<file path="src/rtl/ecp_fifo_pkg.sv">
package ecp_fifo_pkg;
    localparam int BYTE_W = 8;

    typedef struct packed {
        logic              tag;
        logic [BYTE_W-1:0] data;
    } fifo_entry_t;
endpackage

</file>
<file path="src/rtl/ecp_fifo_mem.sv">
module ecp_fifo_mem
    import ecp_fifo_pkg::*;
#(
    parameter int DEPTH = 16,
    localparam int PTR_W = $clog2(DEPTH)
) (
    input  logic        clk,
    input  logic        we,
    input  logic [PTR_W-1:0] waddr,
    input  fifo_entry_t wentry,
    input  logic [PTR_W-1:0] raddr,
    output fifo_entry_t rentry
);
    fifo_entry_t slot_q [DEPTH];

    for (genvar g = 0; g < DEPTH; g++) begin : g_slot
        always_ff @(posedge clk) begin
            if (we && (waddr == PTR_W'(g))) begin
                slot_q[g] <= wentry;
            end
        end
    end

    assign rentry = slot_q[raddr];
endmodule

</file>
<file path="src/rtl/ecp_fifo_ptr.sv">
module ecp_fifo_ptr #(
    parameter int DEPTH = 16,
    localparam int PTR_W = $clog2(DEPTH),
    localparam int CNT_W = $clog2(DEPTH + 1)
) (
    input  logic             clk,
    input  logic             rst_n,
    input  logic             clear,
    input  logic             push,
    input  logic             pop,
    output logic             do_push,
    output logic             do_pop,
    output logic [PTR_W-1:0] wr_ptr,
    output logic [PTR_W-1:0] rd_ptr,
    output logic [CNT_W-1:0] count,
    output logic             empty,
    output logic             full
);
    typedef struct packed {
        logic [PTR_W-1:0] wr;
        logic [PTR_W-1:0] rd;
        logic [CNT_W-1:0] cnt;
    } ptr_state_t;

    localparam logic [PTR_W-1:0] LAST = PTR_W'(DEPTH - 1);

    ptr_state_t st_d, st_q;

    always_comb begin
        st_d    = st_q;
        empty   = (st_q.cnt == '0);
        full    = (st_q.cnt == CNT_W'(DEPTH));
        do_push = push && !full;
        do_pop  = pop && !empty;
        if (clear) begin
            st_d = '0;
        end else begin
            if (do_push) begin
                st_d.wr = (st_q.wr == LAST) ? '0 : st_q.wr + 1'b1;
            end
            if (do_pop) begin
                st_d.rd = (st_q.rd == LAST) ? '0 : st_q.rd + 1'b1;
            end
            case ({do_push, do_pop})
                2'b10:   st_d.cnt = st_q.cnt + 1'b1;
                2'b01:   st_d.cnt = st_q.cnt - 1'b1;
                default: st_d.cnt = st_q.cnt;
            endcase
        end
    end

    always_ff @(posedge clk or negedge rst_n) begin
        if (!rst_n) begin
            st_q <= '0;
        end else begin
            st_q <= st_d;
        end
    end

    assign wr_ptr = st_q.wr;
    assign rd_ptr = st_q.rd;
    assign count  = st_q.cnt;
endmodule

</file>
<file path="src/rtl/ecp_fifo_flags.sv">
module ecp_fifo_flags #(
    parameter int DEPTH = 16,
    localparam int CNT_W = $clog2(DEPTH + 1)
) (
    input  logic             clk,
    input  logic             rst_n,
    input  logic             active,
    input  logic             frozen,
    input  logic             dir_rev,
    input  logic             dma_en,
    input  logic [CNT_W-1:0] thresh,
    input  logic [CNT_W-1:0] count,
    input  logic             empty,
    input  logic             full,
    output logic             thr_irq,
    output logic             dma_req,
    output logic             port_go,
    output logic             rle_abort
);
    typedef struct packed {
        logic active;
        logic abort;
    } flag_state_t;

    flag_state_t st_d, st_q;
    logic [CNT_W-1:0] free_cnt;
    logic [CNT_W-1:0] level;
    logic             live;

    always_comb begin
        st_d.active = active;
        st_d.abort  = st_q.active && !active;

        live     = active && !frozen;
        free_cnt = CNT_W'(DEPTH) - count;
        level    = dir_rev ? count : free_cnt;
        thr_irq  = live && (level >= thresh);
        dma_req  = live && dma_en && (dir_rev ? !empty : !full);
        port_go  = live && (dir_rev ? !full : !empty);
    end

    always_ff @(posedge clk or negedge rst_n) begin
        if (!rst_n) begin
            st_q <= '0;
        end else begin
            st_q <= st_d;
        end
    end

    assign rle_abort = st_q.abort;
endmodule

</file>
<file path="src/rtl/ecp_tag_fifo.sv">
module ecp_tag_fifo
    import ecp_fifo_pkg::*;
#(
    parameter int DEPTH = 16,
    localparam int PTR_W = $clog2(DEPTH),
    localparam int CNT_W = $clog2(DEPTH + 1)
) (
    input  logic              clk,
    input  logic              rst_n,
    input  logic              mode_fifo_en,
    input  logic              clk_frozen,
    input  logic              dir_rev,
    input  logic              dma_en,
    input  logic [CNT_W-1:0]  thresh,
    input  logic              sys_wr,
    input  logic              sys_wtag,
    input  logic [BYTE_W-1:0] sys_wdata,
    input  logic              sys_rd,
    input  logic              port_wr,
    input  logic              port_wtag,
    input  logic [BYTE_W-1:0] port_wdata,
    input  logic              port_rd,
    output logic              head_tag,
    output logic [BYTE_W-1:0] head_data,
    output logic              sts_empty,
    output logic              sts_full,
    output logic              thr_irq,
    output logic              dma_req,
    output logic              port_go,
    output logic              rle_abort
);
    logic             gate;
    logic             push_req, pop_req;
    logic             do_push, do_pop;
    logic [PTR_W-1:0] wr_ptr, rd_ptr;
    logic [CNT_W-1:0] count;
    fifo_entry_t      wentry, rentry;

    always_comb begin
        gate     = mode_fifo_en && !clk_frozen;
        push_req = gate && (dir_rev ? port_wr : sys_wr);
        pop_req  = gate && (dir_rev ? sys_rd : port_rd);
        wentry   = dir_rev ? fifo_entry_t'{tag: port_wtag, data: port_wdata}
                           : fifo_entry_t'{tag: sys_wtag,  data: sys_wdata};
    end

    ecp_fifo_ptr #(.DEPTH(DEPTH)) u_ptr (
        .clk     (clk),
        .rst_n   (rst_n),
        .clear   (!mode_fifo_en),
        .push    (push_req),
        .pop     (pop_req),
        .do_push (do_push),
        .do_pop  (do_pop),
        .wr_ptr  (wr_ptr),
        .rd_ptr  (rd_ptr),
        .count   (count),
        .empty   (sts_empty),
        .full    (sts_full)
    );

    ecp_fifo_mem #(.DEPTH(DEPTH)) u_mem (
        .clk    (clk),
        .we     (do_push),
        .waddr  (wr_ptr),
        .wentry (wentry),
        .raddr  (rd_ptr),
        .rentry (rentry)
    );

    ecp_fifo_flags #(.DEPTH(DEPTH)) u_flags (
        .clk       (clk),
        .rst_n     (rst_n),
        .active    (mode_fifo_en),
        .frozen    (clk_frozen),
        .dir_rev   (dir_rev),
        .dma_en    (dma_en),
        .thresh    (thresh),
        .count     (count),
        .empty     (sts_empty),
        .full      (sts_full),
        .thr_irq   (thr_irq),
        .dma_req   (dma_req),
        .port_go   (port_go),
        .rle_abort (rle_abort)
    );

    assign head_tag  = rentry.tag;
    assign head_data = rentry.data;
endmodule

</file>
<file path="config.mk">
export PLATFORM = sky130hd
export DESIGN_NAME = ecp_tag_fifo
export DESIGN_NICKNAME = d
export VERILOG_FILES = /design/src/rtl/ecp_fifo_pkg.sv /design/src/rtl/ecp_fifo_mem.sv /design/src/rtl/ecp_fifo_ptr.sv /design/src/rtl/ecp_fifo_flags.sv /design/src/rtl/ecp_tag_fifo.sv
export SDC_FILE = /design/constraint.sdc
export NUM_CORES = 1
export LEC_CHECK = 0
export ABC_CLOCK_PERIOD_IN_PS = 2440
export BUFFER_PORTS_ARGS = -buffer_cell sky130_fd_sc_hd__buf_2
export CAP_MARGIN = 20
export CORE_ASPECT_RATIO = 0.8
export CORE_MARGIN = 2
export CORE_UTILIZATION = 54
export CTS_CLUSTER_SIZE = 24
export DETAILED_ROUTE_END_ITERATION = 8
export PLACE_DENSITY = 0.79
export SYNTH_ARGS = -nofsm -noshare
export SYNTH_HDL_FRONTEND = slang
export SYNTH_HIERARCHICAL = 1
export SYNTH_SLANG_ARGS = --single-unit
</file>
<file path="constraint.sdc">
create_clock -name clk -period 2.44 [get_ports clk]
set_input_delay 0.244 -clock clk [delete_from_list [all_inputs] [get_ports clk]]
set_output_delay 0.244 -clock clk [all_outputs]
set_load 0.02 [all_outputs]
</file>
==> results by stage <==
Cells and area:
- The library cells used most frequently in the layout, excluding fill and tap cells, are edfxtp_1 (144), buf_4 (47), buf_2 (44), nor2_1 (27), mux4_2 (26).
- Leaving out fill and tap cells, the most frequent cell in the layout is edfxtp_1.
- The layout overhead on the synthesized area is 22.2%.
- The final instance area is approximately 8500 um^2.
- The total number of nets in the final design is around 540.
- Fill cells in the final layout number 818.
- The repair_antennas step left the layout with diodes totalling 0.
- The share of final-layout standard cells stronger than drive strength 1 is 0.414.

Power and ir drop:
- The standby leakage power is 3.10 nW.
- The worst-case IR drop observed on VDD is 0.000660 V.
- The total design power is 0.00591 W.
- Power spread over the standard cell area amounts to 692 nW/um^2.

GRT:
- Entering global routing, the biggest net connects 40 pins.
- The number of antenna violations at the first check in global routing is 0.
- The first global-routing pass estimated ~22000 um of wire.
- For this run the aggregate overflow at the end of global routing stands at 0.
- The via count of the first global-routing pass is ~4.0k.
- The overall routing resource usage is 0.218.

Floorplan:
- The standard-cell row count is 37.
- The die span in y is ~110 um.
- The die width is 131 um.
- The area of the core is approximately 13000 um^2.
- The starting utilization of the core area is 0.549.
- For this design the top-level I/O count stands at 48.
- The floorplan step defined a die boundary enclosing ~14000 um^2.

Outcome:
- The flow ran to the end, but the final reports show violations.
- The final reports fail on setup timing.

Clocking:
- Counting the buffers created by CTS gives 17.
- TritonCTS built the clock tree.
- The level count of the clock H-tree is 4.
- Clock tree synthesis selected as its root buffer the cell clkbuf_16.
- The clock-pin slew of the registers on the worst-case setup and hold paths is 0.06 ns.
- The buffer levels on the longest clock path is 2.
- The clock reaches the later pin of the worst-skew pair after roughly 0.42 ns.
- The CTS sink count is between 150 and 200.

STA:
- The final-report max-slew violation count is 0.
- For the pin with the worst max-slew slack, the measured transition is between 0.6 and 0.7 ns.
- The final count of hold timing violations came to 0.
- The post-route clock period utilization is 1.01.
- The worst-case headroom to the max-slew limit is 0.554.
- The achievable clock frequency is about 410 MHz.
- The final-layout worst hold slack is 0.281 ns.
- The setup TNS after final layout is -0.0286 ns.
- Clock skew on the completed layout was measured at ~0.0089 ns.
- The post-layout worst setup margin is -0.0242 ns.
- Setup repair after global routing could not meet its margin everywhere.
- The smallest clock period supported by the final layout is computed as 2.46 ns.
- Setup violations remaining at the end of the flow were counted as 2.

Setup path:
- The critical path startpoint category is a flip-flop.
- For the worst setup path, the data required time is approximately 2.2 ns.
- The data arrival time of the worst path is around 2.2 ns.
- The maximum fanout along the worst path is 2.
- STA classifies the critical path endpoint as a primary output.
- The kind of critical path is reg -> out.

Route:
- After the first detailed-routing iteration, the DRC count stood at between 400 and 500.
- The routed design has roughly 15000 um of wire.
- The routed layout has between 3k and 4k vias.
- In the routed layout, each cell is associated on average with a via count of just under 6.
- The pre-antenna-repair detailed-routing pass consisted of 5 iterations.
- In the routed design, unresolved DRC markers number 0.
- Dividing the detail-routed wire length by the instance count gives 21.8 um.
- In this run the remaining antenna-violating nets after routing total 0.

Placement:
- The placement-stage worst setup slack is 0.0435 ns.
- The total of buffers placed on input and output ports is between 40 and 50.
- Summing all placed instances gives a cell area of around 7600 um^2.
- The half-perimeter wire length after placement is 9130 um.
- The congestion estimate from routability-driven global placement came to roughly 0.84.

Synthesis:
- Averaged over all synthesized cells, the footprint is approximately 18 um^2.
- The cell area after technology mapping is ~7000 um^2.
- Counting every net in the synthesized netlist gives 431.
- The post-synthesis cell count is approximately 390.
- The count of yosys warnings during synthesis is 6.

Hold path:
- The worst min-delay path category is in -> async.

Run:
- The number of max-capacitance violations reported is 0.
-- metal layers --
metal  part of all wire  vias to the layer above  GRT usage
li1                   -                     1777          -
met1               0.42                     2005      0.304
met2               0.49                      178      0.342
met3              0.079                       14     0.0515
met4              0.012                        0     0.0807
met5                  0                        -          0
-- through the flow --
step	util	cells
2_1_floorplan	-	386
3_3_place_gp	0.599	628
3_5_place_dp	0.599	628
4_1_cts	0.652	669
5_1_grt	0.671	682
6_report	0.671	682
-- critical path, cell delays in order (launching register included) --
cell and delay (ns):
dfrtp_2 0.40, buf_6 0.12, inv_4 0.05, ha_4 0.11, nor4b_4 0.19, xor2_1 0.19, ha_1 0.26, and2_1 0.14
o21ai_1 0.12, o21ai_1 0.07, buf_4 0.16
-- worst paths after layout --
| kind | start | endpoint | slack [ns] | depth (start not counted) |
|---|---|---|---|---|
| setup / recovery | u_ptr/count[0]$_DFFE_PN0P_ | thr_irq | -0.02 | 10 |
| max in group asynchronous | rst_n | u_ptr/rd_ptr[0]$_DFFE_PN0P_ | 1.87 | 2 |
| hold reg to reg | u_flags/st_q[1]$_DFF_PN0_ | u_flags/rle_abort$_DFF_PN0_ | 0.50 | 1 |
| hold / removal | rst_n | u_ptr/wr_ptr[1]$_DFFE_PN0P_ | 0.28 | 2 |
| setup reg to reg | u_ptr/count[1]$_DFFE_PN0P_ | u_ptr/count[4]$_DFFE_PN0P_ | 0 | 8 |
| min in group clk | port_wdata[0] | u_mem/slot_q[0][0]$_DFFE_PP_ | 0.29 | 2 |
-- sequential cells by signal (all words and copies together) (netlist names) --
signal / flops
u_ptr/wr_ptr: 4
u_ptr/count: 5
u_ptr/rd_ptr: 4
u_flags/st_q: 1
u_flags/rle_abort: 1
u_mem/slot_q: 144
-- cell type report --
| type | count | area, um^2 | area share |
|---|---|---|---|
| clock inverter | 15 | 124 | 0.0145 |
| multi-input combinational | 202 | 2230 | 0.261 |
| clock buffer | 17 | 425 | 0.0498 |
| tap | 175 | 219 | 0.0256 |
| timing repair buffer | 104 | 802 | 0.0939 |
| sequential | 159 | 4700 | 0.550 |
| inverter | 10 | 40.0 | 0.00469 |
-- report_power, final --
group | leakage [nW] | switching (W) | internal (W)
Sequential | 1.50 | 0.0000123 | 0.00300
Clock | 0.265 | 0.00113 | 0.00133
Combinational | 1.34 | 0.000238 | 0.000199
-- repair_timing --
item,in CTS,in global routing
gates cloned,0,3
setup buffers,7,10
setup endpoints to repair,9,10
pin swaps,5,10
hold buffers,2,0
gates resized for setup,12,27
endpoints found under the hold margin,16,0
Note: power is estimated with default switching activity, not from simulation.
